File: config.mk
export PLATFORM = sky130hd
export DESIGN_NAME = cluster_pwr_ctl
export DESIGN_NICKNAME = d
export VERILOG_FILES = /design/src/rtl/cpc_pkg.sv /design/src/rtl/cpc_core_seq.sv /design/src/rtl/cpc_regfile.sv /design/src/rtl/cluster_pwr_ctl.sv
export SDC_FILE = /design/constraint.sdc
export NUM_CORES = 1
export LEC_CHECK = 0
export CAP_MARGIN = 20
export CORE_UTILIZATION = 52
export DETAILED_ROUTE_END_ITERATION = 10
export PLACE_DENSITY = 0.86
export SYNTH_ARGS = -nofsm -noshare
export SYNTH_HDL_FRONTEND = slang
export SYNTH_SLANG_ARGS = --single-unit
File: constraint.sdc
create_clock -name clk -period 3.5 [get_ports clk]
set_clock_uncertainty 0.15 [all_clocks]
set_input_delay 1.05 -clock clk [delete_from_list [all_inputs] [get_ports clk]]
set_output_delay 1.05 -clock clk [all_outputs]
set_load 0.05 [all_outputs]
File: src/rtl/cpc_pkg.sv
package cpc_pkg;
  typedef enum logic [1:0] {
    ST_RUN      = 2'd0,
    ST_WAKING   = 2'd1,
    ST_SLEEPING = 2'd2,
    ST_STANDBY  = 2'd3
  } core_st_e;

  localparam logic [11:0] OFS_WAKE   = 12'h010;
  localparam logic [11:0] OFS_STATUS = 12'h040;
  localparam logic [11:0] OFS_CTL0   = 12'h100;
  localparam logic [11:0] OFS_DBG    = 12'h180;
  localparam logic [1:0]  ARM_CODE   = 2'd3;
endpackage

File: src/rtl/cpc_core_seq.sv
module cpc_core_seq
  import cpc_pkg::*;
#(
  parameter int PWRUP_CYCLES = 16,
  parameter bit BOOT_RUN     = 1'b0
) (
  input  logic     clk,
  input  logic     rst_n,
  input  logic     wake_pend,
  input  logic     armed,
  input  logic     wfi,
  output core_st_e state,
  output logic     pwr_en,
  output logic     rel_rst,
  output logic     wake_done,
  output logic     arm_clr
);
  localparam int CW = $clog2(PWRUP_CYCLES + 1);
  localparam logic [CW-1:0] LAST = CW'(PWRUP_CYCLES - 1);

  logic [CW-1:0] cnt_q;
  logic          go_down;

  assign go_down   = (state == ST_RUN) && armed && wfi;
  assign arm_clr   = go_down;
  assign wake_done = ((state == ST_RUN) && wake_pend && !go_down) ||
                     ((state == ST_WAKING) && (cnt_q == LAST));
  assign pwr_en    = (state == ST_RUN) || (state == ST_WAKING);
  assign rel_rst   = (state == ST_RUN);

  always_ff @(posedge clk or negedge rst_n) begin
    if (!rst_n) begin
      state <= BOOT_RUN ? ST_RUN : ST_STANDBY;
      cnt_q <= '0;
    end else begin
      unique case (state)
        ST_RUN:      if (go_down) state <= ST_SLEEPING;
        ST_SLEEPING: state <= ST_STANDBY;
        ST_STANDBY:  if (wake_pend) begin
                       state <= ST_WAKING;
                       cnt_q <= '0;
                     end
        ST_WAKING:   if (cnt_q == LAST) state <= ST_RUN;
                     else cnt_q <= cnt_q + 1'b1;
        default:     state <= ST_STANDBY;
      endcase
    end
  end
endmodule

File: src/rtl/cpc_regfile.sv
module cpc_regfile
  import cpc_pkg::*;
#(
  parameter int NCORES = 4
) (
  input  logic                clk,
  input  logic                rst_n,
  input  logic                req_valid,
  input  logic                req_write,
  input  logic [11:0]         req_addr,
  input  logic [31:0]         req_wdata,
  output logic                rsp_valid,
  output logic [31:0]         rsp_rdata,
  input  logic [2*NCORES-1:0] core_states,
  input  logic [NCORES-1:0]   wake_done,
  input  logic [NCORES-1:0]   arm_clr,
  output logic [NCORES-1:0]   wake_pend,
  output logic [NCORES-1:0]   armed
);
  localparam logic [31:0] DBG_MASK = 32'h0108_0000 | (((32'h1 << NCORES) - 32'h1) << 20);

  logic [NCORES-1:0]  wake_q;
  logic [1:0]         ctl_q [NCORES];
  logic [31:0]        dbg_q;
  logic [NCORES-1:0]  ctl_hit;
  logic [31:0]        status_w;
  logic [31:0]        rd_mux;
  logic               wr;

  assign wr        = req_valid && req_write;
  assign wake_pend = wake_q;

  always_comb begin
    status_w = '0;
    for (int n = 0; n < NCORES; n++) status_w[4*n +: 2] = core_states[2*n +: 2];
  end

  for (genvar n = 0; n < NCORES; n++) begin : g_ctl
    assign ctl_hit[n] = (req_addr == OFS_CTL0 + 12'(16 * n));
    assign armed[n]   = (ctl_q[n] == ARM_CODE);
    always_ff @(posedge clk or negedge rst_n) begin
      if (!rst_n)                  ctl_q[n] <= '0;
      else if (wr && ctl_hit[n])   ctl_q[n] <= req_wdata[1:0];
      else if (arm_clr[n])         ctl_q[n] <= '0;
    end
  end

  always_ff @(posedge clk or negedge rst_n) begin
    if (!rst_n) begin
      wake_q <= '0;
      dbg_q  <= '0;
    end else begin
      wake_q <= (wake_q & ~wake_done) |
                ((wr && req_addr == OFS_WAKE) ? req_wdata[NCORES-1:0] : '0);
      if (wr && req_addr == OFS_DBG) dbg_q <= req_wdata & DBG_MASK;
    end
  end

  always_comb begin
    rd_mux = '0;
    if (req_addr == OFS_WAKE)   rd_mux = 32'(wake_q);
    if (req_addr == OFS_STATUS) rd_mux = status_w;
    if (req_addr == OFS_DBG)    rd_mux = dbg_q;
    for (int n = 0; n < NCORES; n++)
      if (ctl_hit[n]) rd_mux = 32'(ctl_q[n]);
  end

  always_ff @(posedge clk or negedge rst_n) begin
    if (!rst_n) begin
      rsp_valid <= 1'b0;
      rsp_rdata <= '0;
    end else begin
      rsp_valid <= req_valid && !req_write;
      if (req_valid && !req_write) rsp_rdata <= rd_mux;
    end
  end
endmodule

File: src/rtl/cluster_pwr_ctl.sv
module cluster_pwr_ctl
  import cpc_pkg::*;
#(
  parameter int NCORES       = 4,
  parameter int PWRUP_CYCLES = 16
) (
  input  logic              clk,
  input  logic              rst_n,
  input  logic              req_valid,
  output logic              req_ready,
  input  logic              req_write,
  input  logic [11:0]       req_addr,
  input  logic [31:0]       req_wdata,
  output logic              rsp_valid,
  output logic [31:0]       rsp_rdata,
  input  logic [NCORES-1:0] core_wfi,
  output logic [NCORES-1:0] core_pwr_en,
  output logic [NCORES-1:0] core_rst_n
);
  logic [2*NCORES-1:0] states;
  logic [NCORES-1:0]   wake_done, arm_clr, wake_pend, armed;

  assign req_ready = 1'b1;

  cpc_regfile #(.NCORES(NCORES)) u_regs (
    .clk(clk), .rst_n(rst_n),
    .req_valid(req_valid), .req_write(req_write),
    .req_addr(req_addr), .req_wdata(req_wdata),
    .rsp_valid(rsp_valid), .rsp_rdata(rsp_rdata),
    .core_states(states), .wake_done(wake_done), .arm_clr(arm_clr),
    .wake_pend(wake_pend), .armed(armed)
  );

  for (genvar n = 0; n < NCORES; n++) begin : g_core
    core_st_e st;
    cpc_core_seq #(.PWRUP_CYCLES(PWRUP_CYCLES), .BOOT_RUN(n == 0)) u_seq (
      .clk(clk), .rst_n(rst_n),
      .wake_pend(wake_pend[n]), .armed(armed[n]), .wfi(core_wfi[n]),
      .state(st), .pwr_en(core_pwr_en[n]), .rel_rst(core_rst_n[n]),
      .wake_done(wake_done[n]), .arm_clr(arm_clr[n])
    );
    assign states[2*n +: 2] = st;
  end
endmodule

==> flow_summary.yaml <==
grt:
  grt_max_degree: 64
  antenna_found_initial: 0
  overflow: 0
  grt_use_total_pct: 23.2
  grt_pass1_vias: 2622
  grt_pass1_wl_mm: 11.7
placed_design:
  io_buffers: 54
  dp.cells: 457
  hpwl_mm: 5.13
  placed_area_um2: 3880
  place.gp.congestion: 0.865
worst_setup_path:
  r2r-start: "g_core[2].u_seq.cnt_q[0]$_DFFE_PN0P_"
  crit_path_start_kind: "flop"
  worstSetupPathType: "flop to output pin"
  required_ns: 2.30
  cp_max_fo: 9
  worst_setup_path_end_kind: "output pin"
  crit_path_start: "g_core[1].u_seq.state[1]$_DFFE_PN1P_"
  arrival_ns: 1.81
synthesis:
  synthArstFlopShare_pct: 100
  ys.flop_type: "dfrtp_1"
  seq_area_frac_synth_pct: 47.0
  ys_warn_count: 0
  synth-edff-count: 0
  yosysUniqueCellTypes: 45
  synthesis.area_um2: 3370
  syn_avg_cell_area_um2: 9.94
  syn_inst: 339
  synth-seq-cells: 63
flow_run:
  cap_viol_max_count: 0
clock_tree:
  htreeDepth: 3
  numClockSinks: 63
  cts_made_buffers: 9
  clk_pin_slew_ns: 0.07
  cts_resized: 0
  post_cts_buffers: 0
  cts_root_buf: "clkbuf_8"
  clkLatencyLatePin_ns: 0.34
  clock_path_buffers: 2
  hold_buffers: 0
  cts_tree: "done"
min_path:
  hold_path.class: "flop to flop"
  hold_start: "u_regs.wake_pend[1]$_DFF_PN0_"
timing:
  rsz0062_at_grt: "false"
  final-setup-viol-count: 0
  slew_violations: 0
  worst_pin_slew_ns: 0.783
  period_minus_slack_ns: 3.01
  post-route-period-util_pct: 86.0
  finalHoldViolCount: 0
  slew_headroom_pct: 47.8
  fin_setup_tns_ns: 0
  timing.fmax_mhz: 332
floorplan:
  io_pins: 94
  coreArea_um2: 6100
  start_util_pct: 55.3
  dieArea_um2: 6810
  std_cell_rows: 28
  dieWidth_um: 82.5
  die_h_um: 82.5
power:
  ir_drop_uv: 299
  p_per_area_nw_per_um2: 376
  power.leakage_nw: 1.81
final_layout:
  design_area_um2: 4050
  area_growth_pct: 20.2
  drive_gt1_share_pct: 12.6
  fillCellCount: 488
  regArea_um2: 1580
  stdcell_count: 473
  multi_input_area_um2: 1530
  antenna_cells: 0
  nets: 453
routing:
  wl_mm: 7.05
  drc_errors: 0
  drt-pass1-iter-count: 5
  viasPerCell: 5.71
  wl_per_cell_um: 14.9
  via_count: 2699
  drt-initial-drc-count: 177
  antenna_left: 0
run_status:
  status: "complete, no violations"
report_power, final:
part,switching (mW),internal (mW)
registers,0.0286,0.755
logic,0.124,0.0758
clock network,0.267,0.273
final timing paths:
check,end,cells after the start,slack (ns)
max reg2reg,g_core[2].u_seq.cnt_q[3]$_DFFE_PN0P_,7,1.49
min in group asynchronous,u_regs.rsp_rdata[20]$_DFFE_PN0P_,2,0.71
max,core_rst_n[1],2,0.49
min,g_core[1].u_seq.state[1]$_DFFE_PN1P_,1,0.33
min reg2reg,g_core[1].u_seq.state[1]$_DFFE_PN1P_,1,0.33
max in group asynchronous,g_core[1].u_seq.cnt_q[3]$_DFFE_PN0P_,2,1.95
kinds of logic (layout without fill, tap and decap cells):
family                   count (synthesis)  count (layout)  synth area share, %
other                                    2              17                0.223
AO/OA/AOI/OAI                           93              93                 18.0
flip-flops                              63              63                 47.0
buffers and inverters                   54              98                 9.25
adder cells (fa/ha/maj)                  8               8                 2.97
AND/OR/NAND/NOR                        104             104                 17.0
multiplexers                            15              15                 5.57
through the flow:
stage / utilization (%) / power [mW] / hold slack, ns / worst slack, ns
2_1_floorplan: - / 0.926 / 0.263 / 0.835
3_3_place_gp: 63.7 / 0.983 / 0.310 / 0.284
3_5_place_dp: 63.7 / 0.994 / 0.318 / 0.252
4_1_cts: 66.4 / 1.54 / 0.327 / 0.470
5_1_grt: 66.4 / 1.59 / 0.340 / 0.427
6_report: 66.4 / 1.52 / 0.327 / 0.490
metal layers:
layer / GRT usage [%] / routed length (um) / vias to the layer above
met4: 7.24 / 101 / 0
met3: 6.26 / 358 / 12
met2: 39.0 / 3520 / 79
met1: 29.2 / 3070 / 1319
li1: - / - / 1289
met5: 0 / 0 / -
synthesized netlist by cell type (2+ instances only):
library cell / number / area, um2
mux2_4: 6 / 90.1
a22o_1: 14 / 123
o21ai_0: 34 / 170
nor3b_1: 4 / 30.0
inv_1: 19 / 71.3
and3_1: 5 / 31.3
nand3b_1: 2 / 15.0
a311oi_1: 2 / 17.5
o31ai_1: 6 / 45.0
nand4b_1: 5 / 43.8
mux2_2: 6 / 67.6
nand2_1: 35 / 131
ha_1: 8 / 100
or3_1: 2 / 12.5
buf_4: 25 / 188
clkbuf_1: 7 / 26.3
dfstp_2: 6 / 158
a31oi_1: 2 / 12.5
nand2b_1: 5 / 31.3
nor4_2: 3 / 37.5
o2bb2a_1: 3 / 30.0
nand4_1: 3 / 18.8
mux2i_1: 3 / 30.0
conb_1: 2 / 7.51
dfrtp_1: 57 / 1430
o31a_1: 9 / 78.8
a21oi_1: 18 / 90.1
a21boi_0: 2 / 15.0
a22oi_1: 2 / 15.0
nor2_1: 20 / 75.1
buf_6: 2 / 22.5
nand3_1: 9 / 45.0
placed cells by master (no fill, tap or decap), types with 4 or more instances in the layout:
master / instances
mux2_4: 6
dfrtp_1: 57
nand2_1: 35
nor2_1: 20
nor3b_1: 4
mux2_2: 6
conb_1: 17
a22o_1: 14
dfstp_2: 6
nand3_1: 9
o31ai_1: 6
clkdlybuf4s50_1: 53
nand2b_1: 5
nand4b_1: 5
a21oi_1: 18
o21ai_0: 34
ha_1: 8
buf_4: 9
clkbuf_8: 10
inv_1: 19
o31a_1: 9
and3_1: 5
flip-flops by register name, indices dropped and copies added (netlist names):
| name | count |
|---|---|
| g_core.u_seq.state | 8 |
| u_regs.rsp_rdata | 16 |
| u_regs.rsp_valid | 1 |
| g_core.u_seq.cnt_q | 20 |
| u_regs.dbg_q | 6 |
| u_regs.ctl_q | 8 |
| u_regs.wake_pend | 4 |
worst max-delay path, stage by stage (launching register included):
cell	delay (ns)
dfstp_2	0.41
nor2_1	0.22
clkdlybuf4s50_1	0.85
layout make-up:
cell class / instances / area share, %
inverters: 19 / 1.76
repair buffers: 63 / 14.9
well taps: 75 / 2.32
clock inverters: 4 / 0.556
flip-flops and latches: 63 / 39.1
multi-input cells: 237 / 37.8
clock buffers: 12 / 3.58
No activity file was read; power rests on OpenSTA's default activity.
